==> config.mk <==
export PLATFORM = sky130hd
export DESIGN_NAME = cache_evt_filter_ctr
export DESIGN_NICKNAME = d
export VERILOG_FILES = /design/src/rtl/evt_cnt_pkg.sv /design/src/rtl/evt_cnt_qual.sv /design/src/rtl/evt_cnt_ctr.sv /design/src/rtl/evt_cnt_regs.sv /design/src/rtl/cache_evt_filter_ctr.sv
export SDC_FILE = /design/constraint.sdc
export NUM_CORES = 1
export LEC_CHECK = 0
export BUFFER_PORTS_ARGS = -buffer_cell sky130_fd_sc_hd__buf_2
export CORE_MARGIN = 8
export CORE_UTILIZATION = 60
export CTS_CLUSTER_DIAMETER = 60
export DETAILED_ROUTE_END_ITERATION = 8
export PLACE_DENSITY = 0.8
export RECOVER_POWER = 25
export SLEW_MARGIN = 0
export SYNTH_ARGS = -nofsm -noshare
export SYNTH_HDL_FRONTEND = slang
export SYNTH_HIERARCHICAL = 1
export SYNTH_SLANG_ARGS = --single-unit
==> constraint.sdc <==
create_clock -name clk_i -period 7.25 [get_ports clk_i]
set_input_delay 0.3625 -clock clk_i [delete_from_list [all_inputs] [get_ports clk_i]]
set_output_delay 0.3625 -clock clk_i [all_outputs]
set_load 0.01 [all_outputs]
==> src/rtl/evt_cnt_pkg.sv <==
package evt_cnt_pkg;
  localparam int REQ_W    = 3;
  localparam int SRC_W    = 5;
  localparam int LEGACY_W = 8;
  localparam int ADDR_W   = 3;

  localparam logic [ADDR_W-1:0] A_CTRL   = 3'd0;
  localparam logic [ADDR_W-1:0] A_CMASK  = 3'd1;
  localparam logic [ADDR_W-1:0] A_FILT   = 3'd2;
  localparam logic [ADDR_W-1:0] A_STAT   = 3'd3;
  localparam logic [ADDR_W-1:0] A_IRQEN  = 3'd4;
  localparam logic [ADDR_W-1:0] A_CNT_LO = 3'd5;
  localparam logic [ADDR_W-1:0] A_CNT_HI = 3'd6;

  typedef struct packed {
    logic                legacy_sel;
    logic                src_en;
    logic                req_en;
    logic                core_en;
    logic [LEGACY_W-1:0] legacy_mask;
    logic [SRC_W-1:0]    src_code;
    logic [REQ_W-1:0]    req_code;
  } flt_cfg_t;

  // valid request codes have the top bit set
  function automatic logic req_code_valid(input logic [REQ_W-1:0] c);
    return c[REQ_W-1];
  endfunction
endpackage

==> src/rtl/evt_cnt_qual.sv <==
module evt_cnt_qual
  import evt_cnt_pkg::*;
#(
  parameter int NUM_CORES = 16,
  localparam int CORE_IW  = (NUM_CORES > 1) ? $clog2(NUM_CORES) : 1
) (
  input  logic                 clk_i,
  input  logic                 rst_ni,
  input  flt_cfg_t             cfg_i,
  input  logic [NUM_CORES-1:0] core_mask_i,
  input  logic [CORE_IW-1:0]   evt_core_i,
  input  logic [REQ_W-1:0]     evt_req_i,
  input  logic [SRC_W-1:0]     evt_src_i,
  output logic                 match_o
);
  logic [NUM_CORES-1:0] legacy_ext;
  logic [NUM_CORES-1:0] eff_mask;
  logic core_hit, req_hit, src_hit;

  for (genvar i = 0; i < NUM_CORES; i++) begin : g_legacy
    if (i < LEGACY_W) begin : g_in
      assign legacy_ext[i] = cfg_i.legacy_mask[i];
    end else begin : g_out
      assign legacy_ext[i] = 1'b0;
    end
  end

  assign eff_mask = cfg_i.legacy_sel ? legacy_ext : core_mask_i;

  always_comb begin
    core_hit = 1'b0;
    if (32'(evt_core_i) < NUM_CORES) core_hit = eff_mask[evt_core_i];
  end

  assign req_hit = req_code_valid(cfg_i.req_code) && (evt_req_i == cfg_i.req_code);
  assign src_hit = (evt_src_i == cfg_i.src_code);

  assign match_o = (!cfg_i.core_en || core_hit) &&
                   (!cfg_i.req_en  || req_hit)  &&
                   (!cfg_i.src_en  || src_hit);

  assert_rsvd_blocks_R4: assert property (@(posedge clk_i) disable iff (!rst_ni)
    (cfg_i.req_en && !cfg_i.req_code[REQ_W-1]) |-> !match_o);
  assert_legacy_limit_R7: assert property (@(posedge clk_i) disable iff (!rst_ni)
    (cfg_i.core_en && cfg_i.legacy_sel && (32'(evt_core_i) >= LEGACY_W)) |-> !match_o);
endmodule

==> src/rtl/evt_cnt_ctr.sv <==
module evt_cnt_ctr #(
  parameter int CNT_W = 48,
  localparam int HI_W = CNT_W - 32
) (
  input  logic             clk_i,
  input  logic             rst_ni,
  input  logic             inc_i,
  input  logic             clr_i,
  input  logic             ld_lo_i,
  input  logic             ld_hi_i,
  input  logic [31:0]      wdata_i,
  output logic [CNT_W-1:0] cnt_o,
  output logic             wrap_o
);
  logic [CNT_W-1:0] cnt_q;
  logic             ld;

  assign ld     = ld_lo_i || ld_hi_i;
  assign wrap_o = inc_i && !clr_i && !ld && (&cnt_q);
  assign cnt_o  = cnt_q;

  always_ff @(posedge clk_i or negedge rst_ni) begin
    if (!rst_ni) begin
      cnt_q <= '0;
    end else if (clr_i) begin
      cnt_q <= '0;
    end else if (ld) begin
      if (ld_lo_i) cnt_q[31:0]      <= wdata_i;
      if (ld_hi_i) cnt_q[CNT_W-1:32] <= wdata_i[HI_W-1:0];
    end else if (inc_i) begin
      cnt_q <= cnt_q + 1'b1;
    end
  end

  assert_clr_zero_R8: assert property (@(posedge clk_i) disable iff (!rst_ni)
    clr_i |=> (cnt_q == '0));
  assert_hold_idle_R8: assert property (@(posedge clk_i) disable iff (!rst_ni)
    (!inc_i && !clr_i && !ld) |=> $stable(cnt_q));
  assert_step_one_R1: assert property (@(posedge clk_i) disable iff (!rst_ni)
    (inc_i && !clr_i && !ld) |=> (cnt_q == $past(cnt_q) + 1'b1));
endmodule

==> src/rtl/evt_cnt_regs.sv <==
module evt_cnt_regs
  import evt_cnt_pkg::*;
#(
  parameter int NUM_CORES = 16,
  parameter int CNT_W     = 48,
  localparam int HI_W     = CNT_W - 32
) (
  input  logic                 clk_i,
  input  logic                 rst_ni,
  input  logic                 we_i,
  input  logic [ADDR_W-1:0]    addr_i,
  input  logic [31:0]          wdata_i,
  output logic [31:0]          rdata_o,
  input  logic                 cnt_en_i,
  input  logic [CNT_W-1:0]     cnt_i,
  input  logic                 wrap_i,
  output logic                 ld_lo_o,
  output logic                 ld_hi_o,
  output flt_cfg_t             sh_cfg_o,
  output logic [NUM_CORES-1:0] sh_mask_o,
  output logic                 irq_o
);
  flt_cfg_t             cfg_q, sh_cfg_q;
  logic [NUM_CORES-1:0] mask_q, sh_mask_q;
  logic                 ovf_q, err_q, irq_en_q;
  logic                 wr_ctrl, wr_mask, wr_filt, wr_stat, wr_irqen;

  assign wr_ctrl  = we_i && (addr_i == A_CTRL);
  assign wr_mask  = we_i && (addr_i == A_CMASK);
  assign wr_filt  = we_i && (addr_i == A_FILT);
  assign wr_stat  = we_i && (addr_i == A_STAT);
  assign wr_irqen = we_i && (addr_i == A_IRQEN);
  assign ld_lo_o  = we_i && (addr_i == A_CNT_LO);
  assign ld_hi_o  = we_i && (addr_i == A_CNT_HI);

  always_ff @(posedge clk_i or negedge rst_ni) begin
    if (!rst_ni) begin
      cfg_q    <= '0;
      mask_q   <= '0;
      irq_en_q <= 1'b0;
    end else begin
      if (wr_ctrl) begin
        cfg_q.core_en    <= wdata_i[0];
        cfg_q.req_en     <= wdata_i[1];
        cfg_q.src_en     <= wdata_i[2];
        cfg_q.legacy_sel <= wdata_i[3];
      end
      if (wr_filt) begin
        cfg_q.req_code    <= wdata_i[2:0];
        cfg_q.src_code    <= wdata_i[12:8];
        cfg_q.legacy_mask <= wdata_i[23:16];
      end
      if (wr_mask)  mask_q   <= wdata_i[NUM_CORES-1:0];
      if (wr_irqen) irq_en_q <= wdata_i[0];
    end
  end

  // shadow tracks programmed values only while counting is off
  always_ff @(posedge clk_i or negedge rst_ni) begin
    if (!rst_ni) begin
      sh_cfg_q  <= '0;
      sh_mask_q <= '0;
    end else if (!cnt_en_i) begin
      sh_cfg_q  <= cfg_q;
      sh_mask_q <= mask_q;
    end
  end

  always_ff @(posedge clk_i or negedge rst_ni) begin
    if (!rst_ni) begin
      ovf_q <= 1'b0;
      err_q <= 1'b0;
    end else begin
      ovf_q <= wrap_i || (ovf_q && !(wr_stat && wdata_i[0]));
      err_q <= (wr_filt && !req_code_valid(wdata_i[2:0])) ||
               (err_q && !(wr_stat && wdata_i[1]));
    end
  end

  always_comb begin
    rdata_o = '0;
    unique case (addr_i)
      A_CTRL:   rdata_o[3:0] = {cfg_q.legacy_sel, cfg_q.src_en, cfg_q.req_en, cfg_q.core_en};
      A_CMASK:  rdata_o[NUM_CORES-1:0] = mask_q;
      A_FILT: begin
        rdata_o[2:0]   = cfg_q.req_code;
        rdata_o[12:8]  = cfg_q.src_code;
        rdata_o[23:16] = cfg_q.legacy_mask;
      end
      A_STAT:   rdata_o[1:0] = {err_q, ovf_q};
      A_IRQEN:  rdata_o[0] = irq_en_q;
      A_CNT_LO: rdata_o = cnt_i[31:0];
      A_CNT_HI: rdata_o[HI_W-1:0] = cnt_i[CNT_W-1:32];
      default:  rdata_o = '0;
    endcase
  end

  assign sh_cfg_o  = sh_cfg_q;
  assign sh_mask_o = sh_mask_q;
  assign irq_o     = ovf_q && irq_en_q;

  assert_shadow_frozen_R10: assert property (@(posedge clk_i) disable iff (!rst_ni)
    cnt_en_i |=> ($stable(sh_cfg_q) && $stable(sh_mask_q)));
  assert_ovf_sticky_R9: assert property (@(posedge clk_i) disable iff (!rst_ni)
    wrap_i |=> ovf_q);
  assert_err_set_R4: assert property (@(posedge clk_i) disable iff (!rst_ni)
    (wr_filt && !wdata_i[2]) |=> err_q);
endmodule

==> src/rtl/cache_evt_filter_ctr.sv <==
module cache_evt_filter_ctr
  import evt_cnt_pkg::*;
#(
  parameter int NUM_CORES = 16,
  parameter int CNT_W     = 48,
  localparam int CORE_IW  = (NUM_CORES > 1) ? $clog2(NUM_CORES) : 1
) (
  input  logic               clk_i,
  input  logic               rst_ni,
  input  logic               evt_valid_i,
  input  logic [CORE_IW-1:0] evt_core_i,
  input  logic [2:0]         evt_req_i,
  input  logic [4:0]         evt_src_i,
  input  logic               cnt_en_i,
  input  logic               cnt_clr_i,
  input  logic               reg_we_i,
  input  logic [2:0]         reg_addr_i,
  input  logic [31:0]        reg_wdata_i,
  output logic [31:0]        reg_rdata_o,
  output logic               irq_o
);
  flt_cfg_t             sh_cfg;
  logic [NUM_CORES-1:0] sh_mask;
  logic [CNT_W-1:0]     cnt;
  logic                 wrap, ld_lo, ld_hi, match, inc;

  evt_cnt_regs #(.NUM_CORES(NUM_CORES), .CNT_W(CNT_W)) u_regs (
    .clk_i, .rst_ni,
    .we_i(reg_we_i), .addr_i(reg_addr_i), .wdata_i(reg_wdata_i), .rdata_o(reg_rdata_o),
    .cnt_en_i, .cnt_i(cnt), .wrap_i(wrap),
    .ld_lo_o(ld_lo), .ld_hi_o(ld_hi),
    .sh_cfg_o(sh_cfg), .sh_mask_o(sh_mask), .irq_o
  );

  evt_cnt_qual #(.NUM_CORES(NUM_CORES)) u_qual (
    .clk_i, .rst_ni,
    .cfg_i(sh_cfg), .core_mask_i(sh_mask),
    .evt_core_i, .evt_req_i, .evt_src_i,
    .match_o(match)
  );

  assign inc = evt_valid_i && match && cnt_en_i;

  evt_cnt_ctr #(.CNT_W(CNT_W)) u_ctr (
    .clk_i, .rst_ni,
    .inc_i(inc), .clr_i(cnt_clr_i), .ld_lo_i(ld_lo), .ld_hi_i(ld_hi),
    .wdata_i(reg_wdata_i), .cnt_o(cnt), .wrap_o(wrap)
  );

  assert_no_count_disabled_R8: assert property (@(posedge clk_i) disable iff (!rst_ni)
    !cnt_en_i |-> !wrap);
endmodule

# ---- Word level (Yosys, flattened, before mapping)
# Index checks and enable logic that the tools add are counted.
dict set report word_totals {
  in_bits 53
  elab_cells 90
  register_bits 123
  out_inout_bits 33
}
dict set report op_classes {
  reduce_logical 40
  mux 17
  eq_ne 10
  addsub 1
  magnitude_cmp 1
}
# cell n
set ops {}
lappend ops {{$mux 48} 3}
lappend ops {{$add 48x1->48 const B} 1}
lappend ops {{$reduce_and 48->1} 1}
lappend ops {{$mux 16} 2}
lappend ops {{$mux 32} 1}
lappend ops {{$logic_and 1x1->1} 21}
lappend ops {{$pmux 5 s4} 1}
lappend ops {{$pmux 8 s2} 1}
lappend ops {{$pmux 4 s3} 1}
lappend ops {{$eq 3x3->1 const B} 3}
lappend ops {{$pmux 3 s3} 1}
lappend ops {{$logic_not 1->1} 8}
lappend ops {{$mux 8} 1}
lappend ops {{$pmux 1 s7} 1}
lappend ops {{$eq 3x2->1 const B} 2}
lappend ops {{$logic_or 1x1->1} 6}
lappend ops {{$ne 3x2->1 const B} 2}
lappend ops {{$pmux 1 s6} 1}
lappend ops {{$eq 5x5->1} 1}
lappend ops {{$lt 4x5->1 const B} 1}
lappend ops {{$pmux 1 s5} 1}
lappend ops {{$bmux 1 s4} 1}
lappend ops {{$pmux 1 s4} 1}
lappend ops {{$reduce_and 2->1} 2}
lappend ops {{other kinds (5)} 5}

# ---- Depth between registers and ports, before layout
# Gate-level depths: netlist of the first run.
dict set report depth {
  word_depth 12
  mapped_depth 13
  ltp_nobuf 10
}

# ---- Modules after synthesis
# The synthesis of the first run kept the hierarchy.
# module area_per_inst_um2 cells_per_inst n_inst
set by_module_without_submodules {}
lappend by_module_without_submodules {evt_cnt_regs 3513.4 253 1}
lappend by_module_without_submodules {evt_cnt_ctr 3308.2 393 1}
lappend by_module_without_submodules {evt_cnt_qual 306.5 27 1}
lappend by_module_without_submodules {cache_evt_filter_ctr 6.3 1 1}

# ---- Worst setup path before layout of the first run
# OpenSTA, ideal clock, no wires.
dict set report synth_path {
  kind {reg2reg}
  startpoint {reg u_regs.sh_cfg_q (netlist bit u_regs/sh_cfg_o[19])}
  endpoint {reg u_ctr.cnt_q[30] (netlist: u_ctr/cnt_o[30])}
  slack_ns 4.291
  path_stages_with_launch 13
  n_path_buf 2
  arrival_time_ns 2.859
  synth_period_minus_slack_ns 2.959
  path_cell_list {dfrtp_1 > buf_4 > mux4_2 > nand3b_1 > a41o_1 > a221oi_2 > and3_1 > nand2b_1 > clkbuf_1 > nor3_2 > nand3_1 > or3_1 > a311oi_1}
}
dict set report synth_via {
  elab_chain_len 10
}
# item line_no
set synth_rtl {}
lappend synth_rtl {{from (decl)} evt_cnt_regs.sv:23} ;# flt_cfg_t cfg_q, sh_cfg_q;
lappend synth_rtl {{from (signal assigned)} evt_cnt_regs.sv:64} ;# sh_cfg_q <= cfg_q;
lappend synth_rtl {{$mux 16} evt_cnt_qual.sv:28} ;# assign eff_mask = cfg_i.legacy_sel ? legacy_ext : core_mask_i;
lappend synth_rtl {{$bmux 1 s4} evt_cnt_qual.sv:32} ;# if (32'(evt_core_i) < NUM_CORES) core_hit = eff_mask[evt_core_i];
lappend synth_rtl {{$mux 1 (not written as such)} evt_cnt_qual.sv:32}
lappend synth_rtl {{$logic_or 1x1->1} evt_cnt_qual.sv:38} ;# assign match_o = (!cfg_i.core_en || core_hit) &&
lappend synth_rtl {{$logic_and 1x1->1} evt_cnt_qual.sv:38}
lappend synth_rtl {{$logic_and 1x1->1} evt_cnt_qual.sv:39} ;# (!cfg_i.req_en || req_hit) &&
lappend synth_rtl {{via match} cache_evt_filter_ctr.sv:25} ;# logic wrap, ld_lo, ld_hi, match, inc;
lappend synth_rtl {{$logic_and 1x1->1 (2 in series)} cache_evt_filter_ctr.sv:42} ;# assign inc = evt_valid_i && match && cnt_en_i;
lappend synth_rtl {{via inc} cache_evt_filter_ctr.sv:25}
lappend synth_rtl {{$reduce_bool 3->1 (no line)} -}
lappend synth_rtl {{$reduce_and 2->1 (no line)} -}
lappend synth_rtl {{to (signal assigned)} evt_cnt_ctr.sv:28} ;# if (ld_lo_i) cnt_q[31:0] <= wdata_i;
lappend synth_rtl {{to (signal, indexed assignment)} evt_cnt_ctr.sv:29} ;# if (ld_hi_i) cnt_q[CNT_W-1:32] <= wdata_i[HI_W-1:0];
lappend synth_rtl {{to (signal assigned)} evt_cnt_ctr.sv:31} ;# cnt_q <= cnt_q + 1'b1;
lappend synth_rtl {{to (decl)} evt_cnt_ctr.sv:15} ;# logic [CNT_W-1:0] cnt_q;
# The timed path passes the listed nets, and every way through them passes these cells. The select of a mux whose other input is x is not followed.
# A chain may end at the register's enable or synchronous reset.

# ---- Final worst setup path of the first run
dict set report layout_path {
  startpoint {in reg_addr_i[2]}
  endpoint {reg u_ctr.cnt_q[46] (netlist: u_ctr/cnt_o[46])}
}
dict set report layout_via {
  elab_chain_len 5
  elab_cells_between_ends 10
}
# item line_no
set layout_rtl {}
lappend layout_rtl {{from (decl)} cache_evt_filter_ctr.sv:17} ;# input logic [2:0] reg_addr_i,
lappend layout_rtl {{$eq 3x3->1 *} evt_cnt_regs.sv:33} ;# assign ld_lo_o = we_i && (addr_i == A_CNT_LO);
lappend layout_rtl {{$logic_and 1x1->1 *} evt_cnt_regs.sv:33}
lappend layout_rtl {{via ld_lo} cache_evt_filter_ctr.sv:25}
lappend layout_rtl {{$logic_or 1x1->1 *} evt_cnt_ctr.sv:18} ;# assign ld = ld_lo_i || ld_hi_i;
lappend layout_rtl {{$ne 3x2->1 (no line) (tied with other cells)} -}
lappend layout_rtl {{$reduce_and 2->1 (no line) / $mux 48 (equally long branches)} -}
# The timed path passes the listed nets; every way through them passes the cells marked *.

==> metrics.yaml, run 1 <==
sta:
  rsz0062_at_grt: "no"
  fin_crit_sh_pct: 55.5
  maxSlewHeadroom_pct: -123
  slew_viol_final: 103
  worst_pin_slew_ps: 3350
  min_period_ps: 4020
  whs_ps: 205
  max_freq_mhz: 248
  setup_viol: 0
  skew_ps: 5.56
  fin_tns_setup_ps: 0
  hold_viol: 0
clock_network:
  postCtsSetupRepairBufs: 0
  cts_resized: 0
  ctsHoldBuffers: 0
  tritoncts: "done"
  cts_buffers: 17
  insertion_delay_ps: 420
  clk_pin_slew_ps: 60
  clockBufferDepth: 2
  root_buffer: "clkbuf_16"
  htree_levels: 4
  cts_sinks: 123
pwr:
  p_total_mw: 2.17
  power_density_nw_per_um2: 264
  ir_worst_vdd_v: 0.000147
  p_leak_nw: 3.55
worst_setup_path:
  crit_top_cell: "nand2_1"
  path_cells: "clkbuf_1 > and3b_1 > and2_1 > buf_4 > inv_1 > nand2_1 > nand2_1 > or4_1 > o211ai_1"
  critPathMaxFanout: 38
  crit_path_max_incr_delay_ps: 780
  crit_type: "in -> reg"
  crit_arrival_ps: 4350
  critPathSlowestCell: "and3b_1"
  worstSetupStartpointType: "input pin"
  required_ps: 7570
  cp-end-kind: "flip-flop"
detailed_routing:
  vias: 6208
  wl_per_cell_um: 24.4
  vias_per_cell: 6.86
  wl_um: 22100
  first_iter_violations: 764
  final_antenna_net_count: 0
  drt_first_pass_iters: 5
  drc_errors: 0
hold_path:
  min-delay-path-class: "in -> reg"
floorplan:
  num_rows: 40
  initial_core_util_pct: 60.4
  fp.dieH_um: 125
  core_um2: 11800
  die_width_um: 125
  io_pins: 86
  die-area_um2: 15600
global_routing:
  grt_pass1_wl_um: 34000
  antenna_found_initial: 0
  track_usage_pct: 27.9
  grt-ovfl-total: 0
  grt_pass1_vias: 5923
  grt_max_degree: 65
yosys:
  synth_seq_area_share_pct: 43.1
  synth_nets: 728
  async_flop_share_pct: 100
  synth_area_um2: 7130
  synth_ff_type: "dfrtp_1"
  ys_types: 73
  synthCells: 674
  synth_edf_count: 0
  ys_seq_elements: 123
  ys_warn_count: 6
  syn_area_per_cell_um2: 10.6
final_layout:
  area_delta_synth_final_pct: 15.4
  n_fill_cell: 904
  stdcell_count: 905
  drive_above_1_share_pct: 29.0
  num_antenna_cells: 0
  nets: 799
job:
  maxCapViolCount: 2
run_status:
  status: "complete, but fails checks"
  violations: "capacitance limit, slew limit"
placed_design:
  place_inst: 873
  portBuffers: 85
  place_congestion: 1.00
  place_hpwl_um: 15600
cell type report:
class	instances	area (µm²)	area share, %
multi-input cells	503	3830	46.5
flip-flops and latches	123	3080	37.4
repair buffers	90	459	5.58
clock buffers	18	429	5.21
clock inverters	14	219	2.66
well taps	147	184	2.23
inverters	10	37.5	0.456
metrics by stage:
stage               setup slack [ps]  cell area [µm²]  utilization [%]
floorplan                       4290             7130                -
global placement                3490             7590             64.3
detailed placement              3360             7590             64.3
CTS                             3710             8240             69.8
global route                    3000             8240             69.7
finish                          3230             8240             69.7
report_power, final:
| group | switching [mW] | internal, mW | leakage (nW) | total [mW] |
|---|---|---|---|---|
| registers | 0.118 | 0.798 | 1.57 | 0.916 |
| clock network | 0.322 | 0.612 | 0.311 | 0.934 |
| logic | 0.149 | 0.173 | 1.68 | 0.322 |
worst paths after layout:
check | slack (ps) | to | cells past startpoint | start
worst max-delay path | 3230 | u_ctr/cnt_o[46] | 9 | reg_addr_i[2]
worst min-delay path | 200 | u_ctr/cnt_o[19] | 3 | reg_wdata_i[19]
worst max register to register | 3610 | u_ctr/cnt_o[30] | 10 | u_regs/sh_cfg_o[19]
worst min register to register | 510 | u_regs/sh_cfg_o[2] | 1 | u_regs/sh_cfg_o[2]
max in group asynchronous | 4050 | u_ctr/cnt_o[39] | 2 | rst_ni
min in group asynchronous | 1050 | u_regs/sh_cfg_o[10] | 1 | rst_ni
flip-flops by register name (all words and copies together), names as in the netlist:
name / cells
u_ctr/cnt_o: 48
u_regs/cfg_q: 20
u_regs/sh_cfg_o: 20
u_regs/mask_q: 16
u_regs/sh_mask_o: 16
u_regs/err_q: 1
u_regs/irq_en_q: 1
u_regs/ovf_q: 1
per-layer routing:
metal / global-route usage (%) / vias up / wire (µm)
li1: - / 2701 / -
met1: 36.2 / 3103 / 8980
met2: 43.9 / 341 / 10400
met3: 5.10 / 63 / 1780
met4: 14.0 / 0 / 915
met5: 0 / - / 0
Yosys cell counts, types with 5 or more instances:
| master | instances | area (µm²) |
|---|---|---|
| and2_1 | 12 | 75.1 |
| a22oi_1 | 9 | 67.6 |
| o211ai_1 | 12 | 90.1 |
| nor2_1 | 42 | 158 |
| mux2i_1 | 7 | 70.1 |
| a22o_1 | 23 | 201 |
| or3_1 | 5 | 31.3 |
| clkbuf_1 | 20 | 75.1 |
| nor2b_1 | 5 | 31.3 |
| nand3_1 | 25 | 125 |
| or4_1 | 5 | 37.5 |
| mux2_4 | 10 | 150 |
| xor2_1 | 19 | 166 |
| dfrtp_1 | 123 | 3080 |
| nand2b_1 | 6 | 37.5 |
| xnor2_1 | 11 | 96.3 |
| mux2_2 | 68 | 766 |
| buf_1 | 5 | 18.8 |
| nor4_1 | 12 | 75.1 |
| o31ai_1 | 5 | 37.5 |
| o21ai_0 | 12 | 60.1 |
| nand2_1 | 46 | 173 |
| a21oi_1 | 25 | 125 |
| inv_1 | 10 | 37.5 |
| nand4_1 | 31 | 194 |
| buf_2 | 6 | 30.0 |
| a211oi_1 | 16 | 120 |
| nor3_1 | 8 | 40.0 |
| and3_1 | 13 | 81.3 |
worst max-delay path, delay by kind of cell:
kind | cells | cell delay (ps)
and+or+nand+nor | 5 | 2240
buffers and inverters | 3 | 1590
AOI/OAI and AO/OA | 1 | 110
cell families after synthesis:
group | Yosys count | share of synthesized area [%]
AO/OA/AOI/OAI | 136 | 13.8
XOR/XNOR | 30 | 3.68
adder cells (fa/ha/maj) | 1 | 0.175
buffers and inverters | 48 | 3.19
flip-flops | 123 | 43.1
multiplexers | 91 | 15.8
AND/OR/NAND/NOR | 245 | 20.2
cell usage in the layout (no fill, tap or decap), drive strengths merged, types with 13 or more instances in the layout:
cell type / synthesis / routed
and3: 13 / 13
nor4: 14 / 14
nor2: 45 / 45
a22o: 23 / 23
clkbuf: 21 / 21
dfrtp: 123 / 123
nand4: 35 / 35
nand2: 46 / 46
xor2: 19 / 19
buf: 17 / 87
a21oi: 25 / 25
a211oi: 16 / 16
mux2: 78 / 78
nand3: 26 / 26
Power figures use the tool's default switching activity.
==> inputs of run 2 (changes only) <==
--- a/config.mk
+++ b/config.mk
@@ -7,10 +7,10 @@
 export LEC_CHECK = 0
 export BUFFER_PORTS_ARGS = -buffer_cell sky130_fd_sc_hd__buf_2
 export CORE_MARGIN = 8
-export CORE_UTILIZATION = 60
+export CORE_UTILIZATION = 59
 export CTS_CLUSTER_DIAMETER = 60
 export DETAILED_ROUTE_END_ITERATION = 8
-export PLACE_DENSITY = 0.8
+export PLACE_DENSITY = 0.79
 export RECOVER_POWER = 25
 export SLEW_MARGIN = 0
 export SYNTH_ARGS = -nofsm -noshare
==> constraint.sdc (replaced) <==
create_clock -name clk_i -period 3.8 [get_ports clk_i]
set_input_delay 0.19 -clock clk_i [delete_from_list [all_inputs] [get_ports clk_i]]
set_output_delay 0.19 -clock clk_i [all_outputs]
set_load 0.01 [all_outputs]
==> run 2 against run 1 <==
Compared with the run above: register-to-register slack worse by 3300 ps; critical path depth up 1; the flow still finishes with violations (capacitance limit, slew limit); combinational power up 90%; flip-flop and latch count unchanged; sequential power up 90%; via count up 0.26%; sequential share of layout area about the same; non-clock buffer count up 9; core utilization down 0.56 points; critical path type is now reg -> reg; global-route usage down 0.84 points.
==> metrics.yaml, run 2 (synthesis gave the netlist of run 1 again) <==
floorplan:
  fp.dieH_um: 126  # was 125 µm
  die_width_um: 126  # was 125 µm
  num_rows: 40  # unchanged
  io_pins: 86  # unchanged
  die-area_um2: 15900  # was 15600 µm²
  initial_core_util_pct: 59.9  # was 60.4%
  core_um2: 11900  # was 11800 µm²
clock_network:
  insertion_delay_ps: 420  # about the same
  clk_pin_slew_ps: 60  # about the same
  cts_resized: 0  # unchanged
  cts_buffers: 17  # unchanged
  tritoncts: "done"  # unchanged
  htree_levels: 4  # unchanged
  root_buffer: "clkbuf_16"  # unchanged
  clockBufferDepth: 2  # unchanged
  cts_sinks: 123  # unchanged
worst_setup_path:
  crit_type: "reg -> reg"  # was in -> reg
  r2r_cells: 10  # unchanged
  cp.depth: 10  # was 9
  path_cells: "mux4_2 > nand3b_1 > a41o_1 > a221oi_2 > and3_1 > nand2b_1 > nor3_2 > nand3_1 > or3_1 > a311oi_1"  # was clkbuf_1 > and3b_1 > and2_1 > buf_4 > inv_1 > nand2_1 > nand2_1 > or4_1 > o211ai_1
  crit_path_max_incr_delay_ps: 550  # was 780 ps
  critPathMaxFanout: 9  # was 38
  timing.rr.end: "u_ctr/cnt_o[30]"  # unchanged
  r2r_setup_slack_ps: 290  # was 3610 ps
  crit_arrival_ps: 3830  # was 4350 ps
  critPathSlowestCell: "nor3_2"  # was and3b_1
  regToRegStartpoint: "u_regs/sh_cfg_o[19]"  # unchanged
  worst-path-buf-inv: 0  # was 3
  worstSetupStartpointType: "flip-flop"  # was input pin
  cp-end-kind: "flip-flop"  # unchanged
  cpLargestDelayFamily: "simple AND/OR/NAND/NOR gates"  # unchanged
  required_ps: 4120  # was 7570 ps
detailed_routing:
  drt_first_pass_iters: 5  # unchanged
  vias: 6224  # was 6208
  wl_um: 21300  # was 22100 µm
  vias_per_cell: 6.81  # was 6.86
  wl_per_cell_um: 23.3  # was 24.4 µm
  drc_errors: 0  # unchanged
  final_antenna_net_count: 0  # unchanged
  first_iter_violations: 682  # was 764
hold_path:
  min_from: "reg_wdata_i[21]"  # was reg_wdata_i[19]
  hold_end: "u_ctr/cnt_o[21]"  # was u_ctr/cnt_o[19]
  min-delay-path-class: "in -> reg"  # unchanged
  whs_path_depth: 3  # unchanged
final_layout:
  fin_util_pct: 69.2  # was 69.7%
  area_delta_synth_final_pct: 15.5  # was 15.4%
  n_fill_cell: 901  # was 904
  drive_above_1_share_pct: 30.1  # was 29.0%
  seq_area_um2: 3080  # unchanged
  largest_register_ffs: 48  # unchanged
  stdcell_count: 914  # was 905
  final_common_cell: "dfrtp_1"  # unchanged
  num_antenna_cells: 0  # unchanged
  nets: 808  # was 799
  mostFrequentLayoutCells: "dfrtp_1, buf_2, mux2_2, nand2_1, nor2_1"  # unchanged
  multi_input_area_um2: 3830  # unchanged
sta:
  setup_viol: 0  # unchanged
  hold_viol: 0  # unchanged
  slew_viol_final: 75  # was 103
  min_period_ps: 3510
  skew_ps: 5.77  # was 5.56 ps
  maxSlewHeadroom_pct: -14.8  # was -123%
  fin_tns_setup_ps: 0  # unchanged
  worst_pin_slew_ps: 1720  # was 3350 ps
  whs_ps: 11.4  # was 205 ps
  fin_crit_sh_pct: 92.4
  rsz0062_at_grt: "no"  # unchanged
  max_freq_mhz: 285
pwr:
  p_leak_nw: 3.57  # was 3.55 nW
  power_density_nw_per_um2: 476  # was 264 nW/µm²
  ir_worst_vdd_v: 0.000238  # was 0.000147 V
job:
  maxCapViolCount: 1  # was 2
global_routing:
  grt_pass1_vias: 6071  # was 5923
  grt_max_degree: 75  # was 65
  track_usage_pct: 27.0  # was 27.9%
  grt-ovfl-total: 0  # unchanged
  antenna_found_initial: 0  # unchanged
  grt_pass1_wl_um: 33800  # was 34000 µm
placed_design:
  place_inst: 881  # was 873
  portBuffers: 85  # unchanged
  place_congestion: 0.950  # was 1.00
  place_hpwl_um: 15400  # was 15600 µm
run_status:
  status: "complete, but fails checks"  # unchanged
  violations: "capacitance limit, slew limit"  # unchanged
## run 2: cell count changes in the layout (fill, tap and decap cells not counted), sizes merged
cell and delta:
bufinv -4, clkbuf +1, buf +9, clkinvlp +2
dlygate4sd3 +1
## run 2: stage by stage
step           total power, mW  worst slack [ps]  instance area, µm²
5_1_grt                   4.07              77.1                8240
3_5_place_dp              2.36               364                7650
4_1_cts                   3.93               371                8240
2_1_floorplan             2.10               841                7130
3_3_place_gp              2.31               575                7650
6_report                  3.92               289                8240
## run 2: how the worst max path moves through the flow
stage	from	slack (ps)	to
floorplan	u_regs/sh_cfg_o[19]	840	u_ctr/cnt_o[30]
CTS	u_regs/sh_cfg_o[19]	370	u_ctr/cnt_o[30]
global route	u_regs/sh_cfg_o[19]	80	u_ctr/cnt_o[30]
global placement	u_regs/sh_cfg_o[19]	570	u_ctr/cnt_o[30]
detailed placement	u_regs/sh_cfg_o[19]	360	u_ctr/cnt_o[30]
finish	u_regs/sh_cfg_o[19]	290	u_ctr/cnt_o[30]
## run 2: per-layer routing
metal | vias to the layer above | global-route usage [%] | part of all wire (%)
li1 | 2725 | - | -
met1 | 3087 | 35.4 | 42
met2 | 348 | 43.1 | 48
met3 | 64 | 5.78 | 7.6
met4 | 0 | 10.4 | 3.2
met5 | - | 0 | 0
## run 2: power by group
part	internal [mW]	total [mW]	leakage, nW	switching [mW]
clock	0.954	1.57	0.275	0.615
combinational	0.334	0.612	1.73	0.279
sequential	1.52	1.74	1.57	0.216
## run 2: area by class of cell
| type | count | area share [%] |
|---|---|---|
| clock inverter | 12 | 1.38 |
| inverter | 10 | 0.456 |
| tap | 147 | 2.23 |
| multi-input combinational | 503 | 46.5 |
| clock buffer | 20 | 5.67 |
| timing repair buffer | 99 | 6.42 |
| sequential | 123 | 37.4 |
## run 2: timing repair
action / in CTS / in global routing
hold buffers: 1 / 0
endpoints found under the setup margin: 0 / 0
hold endpoints to repair: 72 / 0
setup buffers: 0 / 0
## run 2: worst register-to-register path: stages, from the launching register on
cell,delay [ps]
dfrtp_1,470
mux4_2,370
nand3b_1,70
a41o_1,250
a221oi_2,210
and3_1,390
nand2b_1,320
nor3_2,550
nand3_1,170
or3_1,340
a311oi_1,270
==> inputs of run 3 (changes only) <==
--- a/config.mk
+++ b/config.mk
@@ -6,6 +6,7 @@
 export NUM_CORES = 1
 export LEC_CHECK = 0
 export BUFFER_PORTS_ARGS = -buffer_cell sky130_fd_sc_hd__buf_2
+export CORE_ASPECT_RATIO = 0.8
 export CORE_MARGIN = 8
 export CORE_UTILIZATION = 59
 export CTS_CLUSTER_DIAMETER = 60
==> run 3 against run 2 <==
Compared with the run above: the flow still finishes with violations (capacitance limit, slew limit); combinational power is 0.7% higher; die area is 0.14% higher; fmax is 4.7% higher; register-to-register slack better by 160 ps; clock power is 8% higher; clock skew is 2.6 ps higher; core utilization is 0.26 points higher; first-iteration DRC count is 7.3% lower; count of clock-buffer cells in the layout stayed put; largest power group unchanged.
==> metrics.yaml, run 3 (synthesis gave the netlist of run 1 again) <==
final_layout:
  fin_util_pct: 69.4  # was 69.2%
  largest_register_ffs: 48  # unchanged
  nets: 810  # was 808
  num_antenna_cells: 0  # unchanged
  final_common_cell: "dfrtp_1"  # unchanged
  n_fill_cell: 868  # was 901
  drive_above_1_share_pct: 30.2  # was 30.1%
  area_delta_synth_final_pct: 16.6  # was 15.5%
  mostFrequentLayoutCells: "dfrtp_1, buf_2, mux2_2, nand2_1, nor2_1"  # unchanged
global_routing:
  antenna_found_initial: 0  # unchanged
  grt_pass1_vias: 6120  # was 6071
  track_usage_pct: 27.1  # was 27.0%
  grt_pass1_wl_um: 33700  # was 33800 µm
  grt_max_degree: 69  # was 75
  grt-ovfl-total: 0  # unchanged
worst_setup_path:
  setup.worst_path.start: "u_regs/sh_cfg_o[19]"  # unchanged
  crit_arrival_ps: 3670  # was 3830 ps
  critPathMaxFanout: 9  # unchanged
  crit_type: "reg -> reg"  # unchanged
  cp-end-kind: "flip-flop"  # unchanged
  r2r_setup_slack_ps: 450  # was 290 ps
  worstSetupStartpointType: "flip-flop"  # unchanged
  timing.rr.end: "u_ctr/cnt_o[46]"  # was u_ctr/cnt_o[30]
  required_ps: 4120  # about the same
  crit_end: "u_ctr/cnt_o[46]"  # was u_ctr/cnt_o[30]
  regToRegStartpoint: "u_regs/sh_cfg_o[19]"  # unchanged
  r2r_cells: 10  # unchanged
detailed_routing:
  final_antenna_net_count: 0  # unchanged
  drc_errors: 0  # unchanged
  wl_um: 21600  # was 21300 µm
  wl_per_cell_um: 23.5  # was 23.3 µm
  vias_per_cell: 6.77  # was 6.81
  first_iter_violations: 632  # was 682
  drt_first_pass_iters: 7  # was 5
  vias: 6233  # was 6224
sta:
  worst_pin_slew_ps: 2010  # was 1720 ps
  fin_ws_ps: 446  # was 289 ps
  whs_ps: 32.7  # was 11.4 ps
  rsz0062_at_grt: "no"  # unchanged
  maxSlewHeadroom_pct: -33.8  # was -14.8%
  slew_viol_final: 93  # was 75
  fin_crit_sh_pct: 88.3  # was 92.4%
  min_period_ps: 3350  # was 3510 ps
  max_freq_mhz: 298  # was 285 MHz
  skew_ps: 8.40  # was 5.77 ps
  hold_viol: 0  # unchanged
  fin_tns_setup_ps: 0  # unchanged
  setup_viol: 0  # unchanged
clock_network:
  clk_pin_slew_ps: 60  # about the same
  htree_levels: 4  # unchanged
  clockBufferDepth: 2  # unchanged
  tritoncts: "done"  # unchanged
  insertion_delay_ps: 410  # was 420 ps
  cts_resized: 0  # unchanged
  cts_sinks: 123  # unchanged
  root_buffer: "clkbuf_16"  # unchanged
  cts_buffers: 17  # unchanged
placed_design:
  portBuffers: 85  # unchanged
  dpl_worst_slack_ps: 504  # was 364 ps
  place_congestion: 0.959  # was 0.950
  place_hpwl_um: 15600  # was 15400 µm
floorplan:
  initial_core_util_pct: 59.5  # was 59.9%
  io_pins: 86  # unchanged
  die-area_um2: 15900  # about the same
  die_width_um: 139  # was 126 µm
  num_rows: 36  # was 40
  core_um2: 12000  # was 11900 µm²
  fp.dieH_um: 114  # was 126 µm
pwr:
  ir_worst_vdd_v: 0.000343  # was 0.000238 V
  p_leak_nw: 3.60  # was 3.57 nW
  power_density_nw_per_um2: 487  # was 476 nW/µm²
run_status:
  violations: "capacitance limit, slew limit"  # unchanged
  status: "complete, but fails checks"  # unchanged
job:
  maxCapViolCount: 2  # was 1
hold_path:
  min-delay-path-class: "in -> reg"  # unchanged
run 3: area by class of cell:
cell class,instances,area (µm²),area share (%)
Clock buffer,20,467,5.61
Clock inverter,12,161,1.94
Inverter,10,37.5,0.451
Multi-Input combinational cell,503,3830,46.0
Sequential cell,123,3080,37.0
Tap cell,152,190,2.29
Timing Repair Buffer,101,556,6.68
run 3: critical path, stage by stage, from the launching register on:
cell and delay, ps:
dfrtp_1 480, mux4_2 380, nand3_1 100, a41o_1 250, a221oi_2 220, and3_1 350, nand2b_1 300, nand2_1 310
nand2_1 200, or4_1 560, o211ai_1 120
run 3: power breakdown:
| group | switching, mW | total [mW] | internal [mW] |
|---|---|---|---|
| Sequential | 0.216 | 1.74 | 1.52 |
| Combinational | 0.279 | 0.616 | 0.337 |
| Clock | 0.604 | 1.69 | 1.09 |
| Total | 1.10 | 4.05 | 2.95 |
run 3: metrics by stage:
stage | power (mW) | cells | area, µm²
global route | 4.20 | 921 | 8320
floorplan | 2.10 | 674 | 7130
finish | 4.05 | 921 | 8320
global placement | 2.32 | 888 | 7690
detailed placement | 2.36 | 888 | 7690
CTS | 4.06 | 921 | 8330
run 3: routing by layer:
| metal | vias to the layer above | global-route usage (%) | wire (µm) |
|---|---|---|---|
| met4 | 0 | 9.92 | 571 |
| met5 | - | 0 | 0 |
| li1 | 2735 | - | - |
| met1 | 3046 | 35.4 | 8940 |
| met2 | 393 | 42.4 | 9870 |
| met3 | 59 | 7.75 | 2240 |
run 3: worst min path at each step:
stage / startpoint / slack, ps / endpoint / depth (start not counted)
after CTS: reg_wdata_i[29] / 30 / u_ctr/cnt_o[29] / 3
final: reg_wdata_i[29] / 30 / u_ctr/cnt_o[29] / 3
after global placement: rst_ni / 310 / u_ctr/cnt_o[31] / 1
after global routing: reg_wdata_i[29] / 30 / u_ctr/cnt_o[29] / 3
after detailed placement: rst_ni / 310 / u_ctr/cnt_o[31] / 1
after floorplan: rst_ni / -110 / u_ctr/cnt_o[0] / 0
run 3: timing repair:
item / in CTS / in global routing
hold buffers: 1 / 0
setup buffers: 0 / 0
endpoints found under the hold margin: 55 / 0
